### config.mk
export PLATFORM = sky130hd
export DESIGN_NAME = keyed_wdog
export DESIGN_NICKNAME = d
export VERILOG_FILES = /design/src/rtl/kwd_pkg.sv /design/src/rtl/kwd_prescale.sv /design/src/rtl/kwd_keygate.sv /design/src/rtl/kwd_counter.sv /design/src/rtl/keyed_wdog.sv
export SDC_FILE = /design/constraint.sdc
export NUM_CORES = 1
export LEC_CHECK = 0
export BUFFER_PORTS_ARGS = -buffer_cell sky130_fd_sc_hd__buf_4
export CAP_MARGIN = 20
export CORE_UTILIZATION = 45
export CTS_BUF_LIST = sky130_fd_sc_hd__clkbuf_16
export CTS_CLUSTER_SIZE = 28
export DETAILED_ROUTE_END_ITERATION = 8
export PLACE_DENSITY_LB_ADDON = 0.15
export SLEW_MARGIN = 20
export SYNTH_ARGS = -nofsm -noshare
export SYNTH_HDL_FRONTEND = slang
export SYNTH_SLANG_ARGS = --single-unit
### constraint.sdc
create_clock -name clk -period 1.05 [get_ports clk]
set_input_delay 0.105 -clock clk [delete_from_list [all_inputs] [get_ports clk]]
set_output_delay 0.105 -clock clk [all_outputs]
set_load 0.005 [all_outputs]
### src/rtl/kwd_pkg.sv
package kwd_pkg;
  typedef enum logic {
    CMD_HALT = 1'b0,
    CMD_ARM  = 1'b1
  } kwd_cmd_e;
endpackage

### src/rtl/kwd_prescale.sv
module kwd_prescale #(
  parameter int DIV_W = 17
) (
  input  logic clk,
  input  logic rst_n,
  input  logic clr,
  input  logic run,
  output logic tick
);
  logic [DIV_W-1:0] pre_q, pre_d;

  always_comb begin
    pre_d = pre_q;
    if (clr)      pre_d = '0;
    else if (run) pre_d = pre_q + 1'b1;
  end

  always_ff @(posedge clk or negedge rst_n) begin
    if (!rst_n) pre_q <= '0;
    else        pre_q <= pre_d;
  end

  assign tick = run && !clr && (&pre_q);

  // a clear always drops the phase back to zero
  a_r5_clear_phase: assert property (@(posedge clk) disable iff (!rst_n)
    clr |=> (pre_q == '0));
endmodule

### src/rtl/kwd_keygate.sv
module kwd_keygate #(
  parameter int KEY_W = 7
) (
  input  logic             clk,
  input  logic             rst_n,
  input  logic             wr_en,
  input  logic [KEY_W-1:0] wr_key,
  input  logic             lock,
  output logic             accept
);
  logic [KEY_W-1:0] key_q, key_d;

  assign accept = wr_en && !lock && (wr_key == ~key_q);

  always_comb begin
    key_d = key_q;
    if (accept) key_d = wr_key;
  end

  always_ff @(posedge clk or negedge rst_n) begin
    if (!rst_n) key_q <= '0;
    else        key_q <= key_d;
  end

  // each accepted key is the complement of the one before it
  a_r2_key_flips: assert property (@(posedge clk) disable iff (!rst_n)
    accept |=> (key_q == ~$past(key_q)));
  // a rejected write leaves the reference alone
  a_r3_reject_keeps: assert property (@(posedge clk) disable iff (!rst_n)
    (wr_en && !accept) |=> $stable(key_q));
endmodule

### src/rtl/kwd_counter.sv
module kwd_counter #(
  parameter int CNT_W = 8
) (
  input  logic             clk,
  input  logic             rst_n,
  input  logic             load,
  input  logic             halt,
  input  logic [CNT_W-1:0] ld_val,
  input  logic             tick,
  output logic [CNT_W-1:0] cnt,
  output logic             running,
  output logic             nmi,
  output logic             bite
);
  localparam logic [CNT_W-1:0] ONE = CNT_W'(1);

  logic [CNT_W-1:0] cnt_d;
  logic             run_d, nmi_d, bite_d, chg;

  always_comb begin
    cnt_d = cnt;
    run_d = running;
    chg   = 1'b0;
    if (load) begin
      cnt_d = ld_val;
      run_d = (ld_val != '0);
      chg   = 1'b1;
    end else if (halt) begin
      run_d = 1'b0;
    end else if (tick && running) begin
      cnt_d = cnt - 1'b1;
      chg   = 1'b1;
      if (cnt == ONE) run_d = 1'b0;
    end
    nmi_d  = chg && (cnt_d == ONE);
    bite_d = bite || (chg && (cnt_d == '0));
  end

  always_ff @(posedge clk or negedge rst_n) begin
    if (!rst_n) begin
      cnt     <= '0;
      running <= 1'b0;
      nmi     <= 1'b0;
      bite    <= 1'b0;
    end else begin
      cnt     <= cnt_d;
      running <= run_d;
      nmi     <= nmi_d;
      bite    <= bite_d;
    end
  end

  // a tick while running steps the count down by exactly one
  a_r5_step_one: assert property (@(posedge clk) disable iff (!rst_n)
    (tick && running && !load && !halt) |=> (cnt == $past(cnt) - 1'b1));
  // a stop freezes the count
  a_r8_halt_freezes: assert property (@(posedge clk) disable iff (!rst_n)
    (halt && !load) |=> ($stable(cnt) && !running));
endmodule

### src/rtl/keyed_wdog.sv
module keyed_wdog #(
  parameter int CNT_W = 8,
  parameter int KEY_W = 7,
  parameter int DIV_W = 17
) (
  input  logic             clk,
  input  logic             rst_n,
  input  logic             wr_en,
  input  logic             wr_cmd,
  input  logic [CNT_W-1:0] wr_count,
  input  logic [KEY_W-1:0] wr_key,
  output logic [CNT_W-1:0] count_o,
  output logic             running_o,
  output logic             nmi_req,
  output logic             rst_req
);
  import kwd_pkg::*;

  logic [1:0] rsync_q;
  logic       rst_ni;
  logic       accept, load, halt, tick;

  always_ff @(posedge clk or negedge rst_n) begin
    if (!rst_n) rsync_q <= 2'b00;
    else        rsync_q <= {rsync_q[0], 1'b1};
  end
  assign rst_ni = rsync_q[1];

  kwd_keygate #(.KEY_W(KEY_W)) u_key (
    .clk    (clk),
    .rst_n  (rst_ni),
    .wr_en  (wr_en),
    .wr_key (wr_key),
    .lock   (rst_req),
    .accept (accept)
  );

  assign load = accept && (kwd_cmd_e'(wr_cmd) == CMD_ARM);
  assign halt = accept && (kwd_cmd_e'(wr_cmd) == CMD_HALT);

  kwd_prescale #(.DIV_W(DIV_W)) u_pre (
    .clk   (clk),
    .rst_n (rst_ni),
    .clr   (load),
    .run   (running_o),
    .tick  (tick)
  );

  kwd_counter #(.CNT_W(CNT_W)) u_cnt (
    .clk     (clk),
    .rst_n   (rst_ni),
    .load    (load),
    .halt    (halt),
    .ld_val  (wr_count),
    .tick    (tick),
    .cnt     (count_o),
    .running (running_o),
    .nmi     (nmi_req),
    .bite    (rst_req)
  );

  // interrupt request is a single-cycle pulse seen with a count of one
  a_r6_nmi_pulse: assert property (@(posedge clk) disable iff (!rst_ni)
    nmi_req |-> (count_o == CNT_W'(1)) ##1 !nmi_req);
  // reset request holds once raised, and comes with a zero count
  a_r7_bite_holds: assert property (@(posedge clk) disable iff (!rst_ni)
    rst_req |=> (rst_req && count_o == '0 && !running_o));
  // a running watchdog never sits at zero
  a_r4_run_nonzero: assert property (@(posedge clk) disable iff (!rst_ni)
    running_o |-> (count_o != '0));
  // nothing is requested right after reset release
  a_r1_reset_quiet: assert property (@(posedge clk) disable iff (!rst_ni)
    $rose(rst_ni) |-> (!rst_req && !nmi_req && !running_o));
endmodule

==> impl_metrics.py <==
metrics = {
    "die": {
        "die-area_um2": 4930,
        "core_um2": 4410,
        "boundaryPins": 30,
        "fp-row-count": 24,
        "die_x_um": 70.2,
        "dieHeight_um": 70.2,
        "initial_core_util": 0.474,
    },
    "clock_tree": {
        "clkLatencyLatePin_ps": 290,
        "root_buffer": "clkbuf_16",
        "cts_sinks": 37,
        "numCtsBuffers": 5,
        "clkTransAtPathRegs_ps": 60,
        "cts_tree": "yes",
        "cts_max_level": 2,
        "cts_buffer_depth": 2,
    },
    "critical_path": {
        "crit_path_max_fanout": 3,
        "crit_arrival_ps": 2830,
        "crit_required_ps": 1240,
        "worst_setup_path_start_kind": "register",
        "path_class": "register to register",
        "critPathCaptureType": "register",
    },
    "grt": {
        "grt_use_total": 0.253,
        "grt_pass1_vias": 2027,
        "antenna_found_initial": 0,
        "overflow": 0,
        "grt_start_max_net_pins": 23,
        "grt_pass1_wl_um": 9530,
    },
    "timing": {
        "final.setup_skew_ps": 10.7,
        "setup_viol": 37,
        "slew_viol_final": 0,
        "period_minus_slack_ps": 2640,
        "rsz0062_at_grt": "yes",
        "fin_tns_setup_ps": -30520,
        "setup_ws_ps": -1590,
        "period_share": 2.51,
        "fmax_mhz": 379,
        "hold_viol": 0,
    },
    "synth": {
        "synth.avg_cell_area_um2": 9.47,
        "synth-main-ff-cell": "dfrtp_1",
        "synth_edf_count": 0,
        "syn-instance-count": 221,
        "muxShareOfSynthArea": 0.0191,
        "synth_top_area_frac": 0.442,
        "yosys.area.top_type": "dfrtp_1",
        "yosysWarnings": 0,
        "synth_fp_nets": 244,
        "async_flop_share": 1.00,
        "syn_area_um2": 2090,
        "synth-xor-area-share": 0.113,
        "synth_seq_cells": 37,
        "synth_compound_area_frac": 0.102,
        "synth_area_leaders": "dfrtp_1 (44%), xor2_1 (6.3%), nand2_1 (5.7%), xnor2_1 (5.0%), nor2_1 (4.7%)",
        "synth-simple-area-share": 0.273,
        "synth-adder-area-share": 0.0239,
        "yosysUniqueCellTypes": 43,
        "synth_top_family_by_area": "simple AND/OR/NAND/NOR gates",
        "synth-seq-area-share": 0.442,
    },
    "finish": {
        "fin_cells": 387,
        "multi_input_area_um2": 1380,
        "drive_gt1_frac": 0.543,
        "mostFrequentLayoutCells": "buf_4 (88), dfrtp_1 (36), nand2_1 (31), buf_6 (20), nor2_2 (15)",
        "layout_commonest_cell": "buf_4",
        "antenna_cells": 0,
        "seqCellArea_um2": 927,
        "fill_cells": 258,
        "area_growth_pct": 67.4,
        "nets": 357,
    },
    "drt": {
        "routed_wl_um": 6320,
        "antenna_left": 0,
        "num_vias": 2115,
        "viasPerCell": 5.47,
        "drc": 0,
        "wl_per_cell_um": 16.3,
        "drt_iter0_drc": 156,
        "firstDrtPassIters": 6,
    },
    "placed_design": {
        "gp_congestion": 0.901,
        "port_buffers": 29,
        "dpl.cell_count": 361,
        "hpwl_um": 3960,
    },
    "outcome": {
        "violations": "negative setup slack",
        "status": "finished, violations left",
    },
    "power": {
        "p_per_area_nw_per_um2": 902,
        "total_leakage_power_nw": 1.55,
        "peakVddDrop_mv": 1.32,
    },
    "run": {
        "cap_violations": 0,
    },
    "min_path": {
        "hold_path.class": "input pin to register",
    },
}
-- worst max-delay path, stage by stage, from the launching register on --
cell and delay (ps):
dfrtp_1 370, nand4_1 120, nor2_2 160, and4_4 220, nand4_1 120, nor2_1 160
ha_2 240, nand3_4 100, nor3_4 210, o31ai_4 110, mux2i_1 160, a211o_1 350
nor4b_2 230
-- final timing paths --
kind                       depth (start not counted)              to      startpoint  slack (ps)
max                                               12       u_cnt.nmi  u_pre.pre_q[3]       -1590
min                                                3  u_key.key_q[2]       wr_key[2]          40
max reg2reg                                       12       u_cnt.nmi  u_pre.pre_q[3]       -1590
min reg2reg                                        1  u_key.key_q[6]      rsync_q[1]         210
max in group asynchronous                          1   u_cnt.running      rsync_q[1]         580
min in group asynchronous                          2      rsync_q[1]           rst_n         140
-- routing by layer --
metal | vias up | routed length (um) | track usage | part of all wire
met3 | 21 | 300 | 0.0447 | 0.047
met2 | 67 | 3030 | 0.399 | 0.48
met1 | 1025 | 2770 | 0.338 | 0.44
li1 | 1002 | - | - | -
met4 | 0 | 217 | 0.122 | 0.034
met5 | - | 0 | 0 | 0
-- power breakdown --
| group | switching (mW) | total (mW) | internal, mW |
|---|---|---|---|
| Sequential | 0.00293 | 1.44 | 1.43 |
| Combinational | 0.116 | 0.237 | 0.122 |
| Clock | 0.616 | 1.49 | 0.871 |
-- Yosys cell counts, types with 2 or more instances --
master,count
nand4_1,11
inv_1,5
xor2_1,15
ha_1,4
a21oi_1,8
a22oi_1,2
nand3_1,11
o21ai_0,5
nor4_1,7
and4_1,2
nor3_1,3
xnor2_1,12
dfrtp_1,37
and2_1,4
a211o_1,2
nand2_1,32
clkbuf_1,5
and3_1,3
nor2_1,26
mux2i_1,4
-- cell type report --
cell class | instances | share of cell area
clock inverter | 3 | 0.00500
multi-input combinational | 172 | 0.394
clock buffer | 5 | 0.0357
timing repair buffer | 113 | 0.277
tap | 52 | 0.0186
inverter | 5 | 0.00536
sequential | 37 | 0.265
-- flip-flops by register name, indices dropped and copies added (netlist names) --
| name | flops |
|---|---|
| u_cnt.running | 1 |
| rsync_q | 2 |
| u_pre.pre_q | 17 |
| u_cnt.bite | 1 |
| u_cnt.nmi | 1 |
| u_key.key_q | 7 |
| u_cnt.cnt | 8 |
-- cell families (layout without fill, tap and decap cells) --
group,count (synthesis),after routing
simple gates,110,110
flops,37,37
xor+xnor,27,27
compound gates,26,26
buf+inv,12,126
fa+ha+maj,4,4
mux,4,4
other cells,1,1
-- repair_timing --
action                     in CTS  in global routing
pin swaps                      12                 17
resized for setup              33                 28
setup endpoints to repair      41                 42
cloned                          1                  1
hold buffers                    1                  0
setup buffers                  10                 10
hold endpoints to repair        2                  0
-- through the flow --
step	instance area, um2	total power, mW	setup WS, ps	hold WS (ps)	utilization
final	3500	3.16	-1590	37.4	0.794
after global routing	3500	3.25	-1760	45.6	0.794
after CTS	3350	3.14	-1400	36.0	0.759
after detailed placement	2970	1.67	-1480	-111	0.673
after global placement	2970	1.67	-1400	-112	0.673
after floorplan	2240	1.54	-1470	-191	-
No activity file was read; power rests on OpenSTA's default activity.
